[src/rtl/sr_prot_pkg.sv]
package sr_prot_pkg;

  localparam int STATUS_W = 8;
  localparam int CODE_W   = 3;

  typedef enum logic [1:0] {
    CMD_PAGE_PROG  = 2'b00,
    CMD_SECT_ERASE = 2'b01,
    CMD_BULK_ERASE = 2'b10,
    CMD_RESERVED   = 2'b11
  } mod_cmd_e;

  // bit 7 lock, 6:5 zero, 4:2 code, 1 write enable, 0 busy
  typedef struct packed {
    logic              lock;
    logic [1:0]        rsvd;
    logic [CODE_W-1:0] code;
    logic              wel;
    logic              busy;
  } status_t;

endpackage

[src/rtl/sr_region_map.sv]
module sr_region_map #(
  parameter int SECT_W = 5,
  parameter int CODE_W = 3
) (
  input  logic [CODE_W-1:0] code,
  input  logic [SECT_W-1:0] sector,
  output logic              in_region
);

  localparam int NSECT = 1 << SECT_W;
  localparam int NCODE = 1 << CODE_W;
  localparam int SW1   = SECT_W + 1;

  // first protected sector index for a code; NSECT means none
  function automatic logic [SECT_W:0] first_prot(input int c);
    if (c == 0) return SW1'(NSECT);
    if (c - 1 >= SECT_W) return '0;
    return SW1'(NSECT - (1 << (c - 1)));
  endfunction

  logic [SECT_W:0] bound [NCODE];

  genvar gc;
  generate
    for (gc = 0; gc < NCODE; gc++) begin : g_bound
      assign bound[gc] = first_prot(gc);
    end
  endgenerate

  assign in_region = ({1'b0, sector} >= bound[code]);

  always_comb begin
    if (code == '0) begin
      p_code_none_r3: assert (!in_region);
    end
    if (int'(code) > SECT_W) begin
      p_code_all_r3: assert (in_region);
    end
  end

endmodule

[src/rtl/sr_request_eval.sv]
module sr_request_eval
  import sr_prot_pkg::*;
(
  input  status_t  st,
  input  logic     wp_n,
  input  logic     wrsr_req,
  input  logic     mod_req,
  input  mod_cmd_e mod_cmd,
  input  logic     in_region,
  output logic     wrsr_ok,
  output logic     mod_ok,
  output logic     mod_hit,
  output logic     drop_wel
);

  logic hw_lock;
  logic target_prot;
  logic cmd_valid;
  logic unused_rsvd;

  assign unused_rsvd = ^st.rsvd;
  assign hw_lock     = st.lock & ~wp_n;
  assign cmd_valid   = (mod_cmd != CMD_RESERVED);

  always_comb begin
    unique case (mod_cmd)
      CMD_BULK_ERASE: target_prot = (st.code != '0);
      CMD_RESERVED:   target_prot = 1'b0;
      default:        target_prot = in_region;
    endcase
  end

  assign wrsr_ok  = wrsr_req & ~st.busy & st.wel & ~hw_lock;
  assign mod_ok   = mod_req & cmd_valid & ~st.busy & st.wel & ~target_prot;
  assign mod_hit  = mod_req & target_prot;
  assign drop_wel = mod_req & ~st.busy & target_prot;

endmodule

[src/rtl/sr_status_core.sv]
module sr_status_core
  import sr_prot_pkg::*;
(
  input  logic                clk,
  input  logic                rst,
  input  logic                wp_n,
  input  logic                wren_req,
  input  logic                wrdi_req,
  input  logic                wrsr_req,
  input  logic [STATUS_W-1:0] wrsr_data,
  input  logic                mod_req,
  input  mod_cmd_e            mod_cmd,
  input  logic                op_done,
  input  logic                wrsr_ok,
  input  logic                mod_ok,
  input  logic                mod_hit,
  input  logic                drop_wel,
  output status_t             st_q,
  output logic                wrsr_grant_q,
  output logic                wrsr_deny_q,
  output logic                mod_grant_q,
  output logic                mod_deny_q,
  output logic                mod_prot_q
);

  logic unused_data_bits;
  assign unused_data_bits = ^{wrsr_data[6:5], wrsr_data[1:0]};

  always_ff @(posedge clk) begin
    if (rst) begin
      st_q         <= '0;
      wrsr_grant_q <= 1'b0;
      wrsr_deny_q  <= 1'b0;
      mod_grant_q  <= 1'b0;
      mod_deny_q   <= 1'b0;
      mod_prot_q   <= 1'b0;
    end else begin
      wrsr_grant_q <= wrsr_ok;
      wrsr_deny_q  <= wrsr_req & ~wrsr_ok;
      mod_grant_q  <= mod_ok;
      mod_deny_q   <= mod_req & ~mod_ok;
      mod_prot_q   <= mod_hit;
      if (op_done) st_q.busy <= 1'b0;
      if (wrsr_ok) begin
        st_q.code <= wrsr_data[4:2];
        st_q.lock <= wrsr_data[7];
        st_q.wel  <= 1'b0;
        st_q.busy <= 1'b1;
      end else if (mod_ok) begin
        st_q.wel  <= 1'b0;
        st_q.busy <= 1'b1;
      end else if (drop_wel) begin
        st_q.wel  <= 1'b0;
      end else if (wren_req && !st_q.busy) begin
        st_q.wel  <= 1'b1;
      end else if (wrdi_req && !st_q.busy) begin
        st_q.wel  <= 1'b0;
      end
    end
  end

  p_one_req_r10: assert property (@(posedge clk) disable iff (rst)
    $onehot0({wren_req, wrdi_req, wrsr_req, mod_req}));

  p_excl_resp_r10: assert property (@(posedge clk) disable iff (rst)
    !(wrsr_grant_q && wrsr_deny_q) && !(mod_grant_q && mod_deny_q));

  p_hw_lock_r4: assert property (@(posedge clk) disable iff (rst)
    (wrsr_req && st_q.lock && !wp_n) |=> (wrsr_deny_q && !wrsr_grant_q));

  p_grant_state_r5: assert property (@(posedge clk) disable iff (rst)
    wrsr_grant_q |-> (st_q.busy && !st_q.wel));

  p_code_hold_r5: assert property (@(posedge clk) disable iff (rst)
    !wrsr_grant_q |-> $stable(st_q.code) && $stable(st_q.lock));

  p_bulk_refuse_r6: assert property (@(posedge clk) disable iff (rst)
    (mod_req && mod_cmd == CMD_BULK_ERASE && st_q.code != '0)
      |=> (!mod_grant_q && mod_prot_q));

  p_prot_wel_r7: assert property (@(posedge clk) disable iff (rst)
    (mod_req && !st_q.busy) ##1 mod_prot_q |-> !st_q.wel);

  p_mod_grant_r8: assert property (@(posedge clk) disable iff (rst)
    mod_grant_q |-> (st_q.busy && !st_q.wel));

  p_busy_deny_r9: assert property (@(posedge clk) disable iff (rst)
    (st_q.busy && (wrsr_req || mod_req)) |=> (!wrsr_grant_q && !mod_grant_q));

endmodule

[src/rtl/sr_protect_unit.sv]
module sr_protect_unit
  import sr_prot_pkg::*;
#(
  parameter int ADDR_W = 21,
  parameter int SECT_W = 5
) (
  input  logic                clk,
  input  logic                rst,
  input  logic                wp_n,
  input  logic                wren_req,
  input  logic                wrdi_req,
  input  logic                wrsr_req,
  input  logic [STATUS_W-1:0] wrsr_data,
  input  logic                mod_req,
  input  logic [1:0]          mod_cmd,
  input  logic [ADDR_W-1:0]   mod_addr,
  input  logic                op_done,
  output logic [STATUS_W-1:0] status,
  output logic                wrsr_grant,
  output logic                wrsr_deny,
  output logic                mod_grant,
  output logic                mod_deny,
  output logic                mod_protected
);

  localparam int OFFS_W = ADDR_W - SECT_W;

  status_t           st_q;
  mod_cmd_e          cmd;
  logic [SECT_W-1:0] sector;
  logic              in_region;
  logic              wrsr_ok;
  logic              mod_ok;
  logic              mod_hit;
  logic              drop_wel;
  logic              unused_offs;

  assign cmd         = mod_cmd_e'(mod_cmd);
  assign sector      = mod_addr[ADDR_W-1 -: SECT_W];
  assign unused_offs = ^mod_addr[OFFS_W-1:0];

  sr_region_map #(.SECT_W(SECT_W), .CODE_W(CODE_W)) u_map (
    .code      (st_q.code),
    .sector    (sector),
    .in_region (in_region)
  );

  sr_request_eval u_eval (
    .st        (st_q),
    .wp_n      (wp_n),
    .wrsr_req  (wrsr_req),
    .mod_req   (mod_req),
    .mod_cmd   (cmd),
    .in_region (in_region),
    .wrsr_ok   (wrsr_ok),
    .mod_ok    (mod_ok),
    .mod_hit   (mod_hit),
    .drop_wel  (drop_wel)
  );

  sr_status_core u_core (
    .clk          (clk),
    .rst          (rst),
    .wp_n         (wp_n),
    .wren_req     (wren_req),
    .wrdi_req     (wrdi_req),
    .wrsr_req     (wrsr_req),
    .wrsr_data    (wrsr_data),
    .mod_req      (mod_req),
    .mod_cmd      (cmd),
    .op_done      (op_done),
    .wrsr_ok      (wrsr_ok),
    .mod_ok       (mod_ok),
    .mod_hit      (mod_hit),
    .drop_wel     (drop_wel),
    .st_q         (st_q),
    .wrsr_grant_q (wrsr_grant),
    .wrsr_deny_q  (wrsr_deny),
    .mod_grant_q  (mod_grant),
    .mod_deny_q   (mod_deny),
    .mod_prot_q   (mod_protected)
  );

  assign status = st_q;

endmodule

[config.mk]
export PLATFORM = sky130hd
export DESIGN_NAME = sr_protect_unit
export DESIGN_NICKNAME = d
export VERILOG_FILES = /design/src/rtl/sr_prot_pkg.sv /design/src/rtl/sr_region_map.sv /design/src/rtl/sr_request_eval.sv /design/src/rtl/sr_status_core.sv /design/src/rtl/sr_protect_unit.sv
export SDC_FILE = /design/constraint.sdc
export NUM_CORES = 1
export LEC_CHECK = 0
export ABC_AREA = 1
export ABC_CLOCK_PERIOD_IN_PS = 2520
export BUFFER_PORTS_ARGS = -buffer_cell sky130_fd_sc_hd__buf_4
export CAP_MARGIN = 40
export CELL_PAD_IN_SITES_DETAIL_PLACEMENT = 1
export CELL_PAD_IN_SITES_GLOBAL_PLACEMENT = 2
export CORE_UTILIZATION = 18
export DETAILED_ROUTE_END_ITERATION = 6
export PLACE_DENSITY_LB_ADDON = 0.1
export REMOVE_ABC_BUFFERS = 1
export SYNTH_ARGS = -nofsm -noshare
export SYNTH_HDL_FRONTEND = slang
export SYNTH_SLANG_ARGS = --single-unit
[constraint.sdc]
create_clock -name clk -period 2.52 [get_ports clk]
set_clock_uncertainty 0.15 [all_clocks]
set_input_delay 0.63 -clock clk [delete_from_list [all_inputs] [get_ports clk]]
set_output_delay 0.63 -clock clk [all_outputs]
set_load 0.02 [all_outputs]
==> results.md, run 1 <==
- Die Height: 62.0 um
- Clock sinks: 11
- Setup crit end kind: register
- RSZ-0062 raised after global routing: false
- Largest net degree at the start of global routing: 11
- Type of origin of the critical path: register
- Max cap viols: 0
- Post-Layout Cell Count: around 170
- Avg Vias per Cell: approximately 3.9
- Setup Fix Bufs, Post-CTS: 0
- Antenna cell count: 0
- Vias in the first global route: slightly below 600
- Status: completed
- Gp weighted congestion: about 0.69
- Syn avg cell area: 7.45 um^2
- DRT Pass-1 Iters: 2
- Hpwl dp: 1.33 mm
- Post_cts resized: 0
- Synthesis-to-finish area growth: 45.0%
- Tot GR Track Use: 0.0911
- LEAKAGE: approximately 0.48 nW
- CP max FO: 3
- Hold_buf cts: 0
- CTS tree: built
- Routed wire length per instance: about 9.8 um
- Starting density of the core: 0.191
- Post-layout nets: 167
- I/O pin count: 52
- Worst VDD drop: roughly 290 uV
- Psw: ~0.17 mW
- Placement Rows: 21
- Reg-to-reg setup timing slack: ~0.43 ns
- Finished Cell Area: 940 um^2
- CORE AREA: around 3400 um^2
- R2r startpoint: u_core.st_q[2]
- Tmin final: around 2.1 ns
- Hold Fails Final Rpt: 0
- Sequential-to-total area share from yosys stat: 0.340
- Final Max Tran Viols: 0
- Finish-stage setup viols: 0
- Synth warn: 0
- Yosys reg bits: 11
- Final wirelength: about 1.6 mm
- First-pass GRT wire length: ~2.5 mm
- Post-Syn Area: ~650 um^2
- Fmax: ~480 MHz
- Cells after DPL: ~160
- Kind of critical path: reg2reg
- Grt total ovfl: 0
- Layout cells sized above 1: 0.353
- Die Area: 3840 um^2
- I/O Buffers: 29
- Worst-path clk slew: 0.09 ns
- Clock power share: 0.264
- H-Tree Depth: 1
- Unique masters post-synth: 19
- Hold_sp: u_core.st_q[7]
- Die width: roughly 62 um
- Multi-input gate area: between 300 and 400 um^2
- Worst EP required: between 2 and 3 ns
- Post-place instance area: 912 um^2
- Combinational Power Share: 0.331
- Sw Share: 0.346
- Detailed-route via count: roughly 640
- Pwr per Cell Area: around 520 nW/um^2
- Share of total power in sequential cells: 0.405
- TNS Setup: 0 ns
- R2r endpoint: u_core.st_q[1]
- Register area: around 220 um^2
- Root buffer selected by CTS: clkbuf_4
- CTS Buffer Depth: 2
- 1st-iter DRT viols: 9
- FILL cells: 402
- Hold Path End: u_core.st_q[7]
- Hold Path Cell Cnt: 2
- Cts bufs inserted: 3
- Clk_lat worst skew: 0.28 ns
- Critical path data arrival time: around 2.2 ns
- Hold WS: around 0.35 ns
- Antenna Nets Post-Route: 0
- Hold crit path type: reg2reg
- Internal power: about 0.32 mW
- # DRC: 0
- Initial antenna violation count: 0
- Period utilization: 0.828
- Syn Inst Count: 87
- Worst reg2reg path depth: 14
-- routing by layer --
metal | part of all wire | GRT usage | wire length, um
met2 | 0.44 | 0.137 | 706
met4 | 0.0075 | 0.0286 | 12
met5 | 0 | 0 | 0
met1 | 0.50 | 0.117 | 807
met3 | 0.052 | 0.0393 | 83
-- final cells by class --
type / instances / area share
Inverter: 14 / 0.0559
Timing Repair Buffer: 30 / 0.240
Multi-Input combinational cell: 60 / 0.379
Sequential cell: 11 / 0.234
Clock inverter: 1 / 0.00533
Tap cell: 46 / 0.0613
Clock buffer: 3 / 0.0240
-- cell usage after synthesis (all sizes together) --
| cell | number | area (um^2) |
|---|---|---|
| a21boi | 1 | 7.51 |
| a21oi | 8 | 51.3 |
| a22oi | 1 | 7.51 |
| buf | 3 | 22.5 |
| conb | 1 | 3.75 |
| dfxtp | 11 | 220 |
| ha | 8 | 100 |
| inv | 14 | 52.6 |
| nand2 | 16 | 67.6 |
| nand3 | 5 | 30.0 |
| nor2 | 12 | 45.0 |
| o2111ai | 1 | 8.76 |
| o21ai | 5 | 25.0 |
| or2 | 1 | 6.26 |
-- power by group through the flow --
stage	Sequential [mW]	Combinational, mW	Clock, mW
floorplan	0.215	0.0809	0
detailed placement	0.201	0.164	0
finish	0.197	0.161	0.128
global placement	0.200	0.162	0
CTS	0.197	0.165	0.135
global route	0.199	0.183	0.145
-- cells by family after synthesis --
family                     share of synthesized area
other                                        0.00579
AOI/OAI and AO/OA                              0.154
and+or+nand+nor                                0.230
DFF                                            0.340
adders and majority gates                      0.154
buffers and inverters                          0.116
-- registers in the layout (all words and copies together) (netlist names) --
signal / count
u_core.wrsr_grant_q: 1
u_core.wrsr_deny_q: 1
u_core.mod_grant_q: 1
u_core.mod_prot_q: 1
u_core.st_q: 6
u_core.mod_deny_q: 1
-- cells in the final DEF (no fill, tap or decap), drive strengths merged, types with 2 or more instances in the layout --
cell type,Yosys,final
conb,1,2
o21ai,5,5
dfxtp,11,11
nand3,5,5
a21oi,8,8
ha,8,8
clkbuf,0,3
inv,14,14
nand2,16,16
nor2,12,12
buf,3,30
-- worst max path at each step --
stage              startpoint  slack (ns)  cells after the start             end
4_1_cts        u_core.st_q[2]        0.39                     14  u_core.st_q[1]
3_3_place_gp   u_core.st_q[2]        0.42                     14  u_core.st_q[0]
6_report       u_core.st_q[2]        0.43                     14  u_core.st_q[1]
2_1_floorplan  u_core.st_q[2]        0.48                     14  u_core.st_q[0]
5_1_grt        u_core.st_q[2]        0.14                     14  u_core.st_q[1]
3_5_place_dp   u_core.st_q[2]        0.43                     14  u_core.st_q[0]
-- stage by stage --
| step | setup WS (ns) | util | total power [mW] |
|---|---|---|---|
| 2_1_floorplan | 0.478 | - | 0.296 |
| 3_3_place_gp | 0.420 | 0.269 | 0.362 |
| 3_5_place_dp | 0.434 | 0.269 | 0.365 |
| 4_1_cts | 0.394 | 0.277 | 0.497 |
| 5_1_grt | 0.144 | 0.277 | 0.527 |
| 6_report | 0.433 | 0.277 | 0.486 |
-- worst max-delay path, stage by stage, from the launching register on --
cell     delay [ns]
dfxtp_1        0.36
inv_1          0.09
ha_1           0.19
nor2_1         0.16
a21oi_1        0.08
ha_1           0.30
a21oi_1        0.13
nor2_1         0.05
nor2_1         0.08
nand2_1        0.07
nand2_2        0.07
nand2_1        0.07
nand3_1        0.07
nand2_1        0.05
nor2_1         0.08
No activity file was read; power rests on OpenSTA's default activity.
==> run 2, diff against run 1 <==
--- a/config.mk
+++ b/config.mk
@@ -6,7 +6,7 @@
 export NUM_CORES = 1
 export LEC_CHECK = 0
 export ABC_AREA = 1
-export ABC_CLOCK_PERIOD_IN_PS = 2520
+export ABC_CLOCK_PERIOD_IN_PS = 2000
 export BUFFER_PORTS_ARGS = -buffer_cell sky130_fd_sc_hd__buf_4
 export CAP_MARGIN = 40
 export CELL_PAD_IN_SITES_DETAIL_PLACEMENT = 1
==> constraint.sdc (replaced) <==
create_clock -name clk -period 2 [get_ports clk]
set_clock_uncertainty 0.15 [all_clocks]
set_input_delay 0.5 -clock clk [delete_from_list [all_inputs] [get_ports clk]]
set_output_delay 0.5 -clock clk [all_outputs]
set_load 0.02 [all_outputs]
==> run 2 against run 1 <==
Net effect: sequential power up 27%; largest cell class unchanged; wire length up 7.8%; critical path depth up 1; flip-flop and latch count unchanged.
==> results.md, run 2 (synthesis results as in run 1) <==
- Share of total power in sequential cells: 0.376 (was 0.405)
- Root buffer selected by CTS: clkbuf_4 (unchanged)
- DRT Pass-1 Iters: 2 (unchanged)
- Clk_lat worst skew: 0.27 ns (was 0.28 ns)
- H-Tree Depth: 1 (unchanged)
- Hold_sp: rst (was u_core.st_q[7])
- Psw: 0.229 mW (was 0.168 mW)
- Initial antenna violation count: 0 (unchanged)
- Fmax: 509 MHz (was 479 MHz)
- CP max FO: 5 (was 3)
- Clock sinks: 11 (unchanged)
- Hpwl dp: 1.41 mm (was 1.33 mm)
- Antenna Nets Post-Route: 0 (unchanged)
- Commonest non-fill, non-tap cell in the layout: buf_4 (unchanged)
- Layout cells sized above 1: 0.504 (was 0.353)
- Internal power: 0.437 mW (was 0.318 mW)
- Post-layout nets: 177 (was 167)
- First-pass GRT wire length: 2.64 mm (was 2.48 mm)
- 1st-iter DRT viols: 5 (was 9)
- Cts bufs inserted: 3 (unchanged)
- Finished Cell Area: 1080 um^2 (was 940 um^2)
- Met1 wire length: 797 um (was 807 um)
- Sw Share: 0.343 (was 0.346)
- I/O pin count: 52 (unchanged)
- Starting density of the core: 0.191 (unchanged)
- Status: completed (unchanged)
- Max cap viols: 0 (unchanged)
- I/O Buffers: 29 (unchanged)
- Final WS setup: 0.0364 ns (was 0.433 ns)
- Gp weighted congestion: 0.680 (was 0.690)
- Hold Path End: u_core.wrsr_deny_q (was u_core.st_q[7])
- Tmin final: 1.96 ns (was 2.09 ns)
- Worst-path clk slew: 0.08 ns (was 0.09 ns)
- Reg-to-reg setup timing slack: 0.04 ns (was 0.43 ns)
- Vias in the first global route: 618 (was 579)
- Die width: 62.0 um (unchanged)
- Clock power share: 0.237 (was 0.264)
- Combinational Power Share: 0.387 (was 0.331)
- Worst EP required: 2.03 ns (was 2.58 ns)
- Pwr per Cell Area: 618 nW/um^2 (was 517 nW/um^2)
- Cells after DPL: 167 (was 161)
- Period utilization: 0.982 (was 0.828)
- Hold_buf cts: 0 (unchanged)
- WL met2: 800 um (was 706 um)
- CTS tree: built (unchanged)
- Placement Rows: 21 (unchanged)
- RSZ-0062 raised after global routing: true (was false)
- Total length of routed met3 wires: 125 um (was 83 um)
- Type of origin of the critical path: register (unchanged)
- Max reg flops: 6 (unchanged)
- Largest net degree at the start of global routing: 11 (unchanged)
- Core Util, Final: 0.318 (was 0.277)
- CORE AREA: 3390 um^2 (unchanged)
- Die Area: 3840 um^2 (unchanged)
- Antenna cell count: 0 (unchanged)
- Hold Fails Final Rpt: 0 (unchanged)
- Final Max Tran Viols: 0 (unchanged)
- R2r endpoint: u_core.st_q[0] (was u_core.st_q[1])
- Detailed-route via count: 678 (was 643)
- Post-place instance area: 957 um^2 (was 912 um^2)
- Worst VDD drop: 354 uV (was 291 uV)
- Hold Path Cell Cnt: 2 (unchanged)
- Kind of critical path: reg2reg (unchanged)
- Tot GR Track Use: 0.0970 (was 0.0911)
- # DRC: 0 (unchanged)
- Routed wire length per instance: 9.91 um (was 9.75 um)
- Top Metal Used: met4 (unchanged)
- CTS Buffer Depth: 2 (unchanged)
- Grt total ovfl: 0 (unchanged)
- Avg Vias per Cell: 3.87 (was 3.90)
- Post-Layout Cell Count: 175 (was 165)
- Dpl ws: -0.130 ns (was 0.434 ns)
- Most frequent cells in the layout: buf_4, nor2_1, inv_1, nand2_1, dfxtp_1 (was buf_4, nand2_1, inv_1, nor2_1, dfxtp_1)
- R2r startpoint: u_core.st_q[3] (was u_core.st_q[2])
- Critical path data arrival time: 1.99 ns (was 2.15 ns)
- Hold crit path type: in2reg (was reg2reg)
- Synthesis-to-finish area growth: 66.4% (was 45.0%)
- LEAKAGE: 0.537 nW (was 0.476 nW)
- Hold WS: 0.291 ns (was 0.345 ns)
- Setup crit end kind: register (unchanged)
- Finish-stage setup viols: 0 (unchanged)
- Final wirelength: 1.74 mm (was 1.61 mm)
- Top reg by flops: u_core.st_q (unchanged)
- Die Height: 62.0 um (unchanged)
- Worst reg2reg path depth: 15 (was 14)
==> run 2: changes by cell type in the layout (fill, tap and decap cells not counted), moves of 2 or more <==
| cell | before | now |
|---|---|---|
| buf_4 | 30 | 39 |
| nand2_1 | 13 | 10 |
| nand2_2 | 3 | 6 |
| a21oi_1 | 7 | 5 |
| a21oi_2 | 0 | 2 |
| dfxtp_1 | 11 | 9 |
| dfxtp_2 | 0 | 2 |
| inv_1 | 12 | 10 |
| inv_4 | 0 | 2 |
| nand3_1 | 4 | 2 |
==> run 2: timing repair <==
action                     in CTS  in global routing
resized for setup              15                  4
pin swaps                       6                  7
buffers inserted                2                  2
setup endpoints to repair       5                  5
==> run 2: how the worst max path moves through the flow <==
stage / start / slack, ns / cells after the start / endpoint
finish: u_core.st_q[3] / 0.04 / 15 / u_core.st_q[0]
global route: u_core.st_q[2] / -0.11 / 13 / u_core.mod_deny_q
CTS: u_core.st_q[3] / -0.01 / 14 / u_core.st_q[0]
detailed placement: u_core.st_q[3] / -0.13 / 14 / u_core.st_q[0]
global placement: u_core.st_q[3] / -0.09 / 14 / u_core.st_q[0]
floorplan: u_core.st_q[2] / -0.04 / 14 / u_core.st_q[0]
==> run 2: worst max-delay path: stages (launching register included) <==
cell     delay, ns
dfxtp_2       0.35
inv_4         0.05
ha_4          0.15
nor2_4        0.11
buf_6         0.10
a21oi_1       0.03
ha_1          0.30
nand2_2       0.06
nor2_1        0.08
nand2_1       0.06
nand2_1       0.07
nand2_2       0.08
nand3_4       0.09
nand3_2       0.06
nand2_1       0.08
inv_1         0.04
==> run 2: power groups by stage <==
stage	Combinational [mW]	Sequential (mW)	Clock [mW]
floorplan	0.102	0.272	0
global placement	0.220	0.252	0
detailed placement	0.223	0.253	0
CTS	0.254	0.251	0.168
global route	0.291	0.253	0.173
finish	0.258	0.251	0.158
==> run 2: metrics by stage <==
step / TNS, ns / power [mW]
6_report: 0 / 0.666
5_1_grt: -0.382 / 0.717
3_3_place_gp: -0.277 / 0.472
2_1_floorplan: -0.103 / 0.373
4_1_cts: -0.0257 / 0.673
3_5_place_dp: -0.412 / 0.475
==> run 2: per-layer routing <==
metal / vias to the layer above / track usage
li1: 356 / -
met1: 300 / 0.114
met2: 20 / 0.155
met3: 2 / 0.0476
met4: 0 / 0.0286
met5: - / 0
==> run 2: cell type report <==
cell class | instances | area, um^2
Sequential cell | 11 | 223
Multi-Input combinational cell | 60 | 409
Timing Repair Buffer | 40 | 304
Clock inverter | 1 | 5.00
Inverter | 14 | 57.6
Tap cell | 46 | 57.6
Clock buffer | 3 | 22.5
Fill cell | 422 | 2310
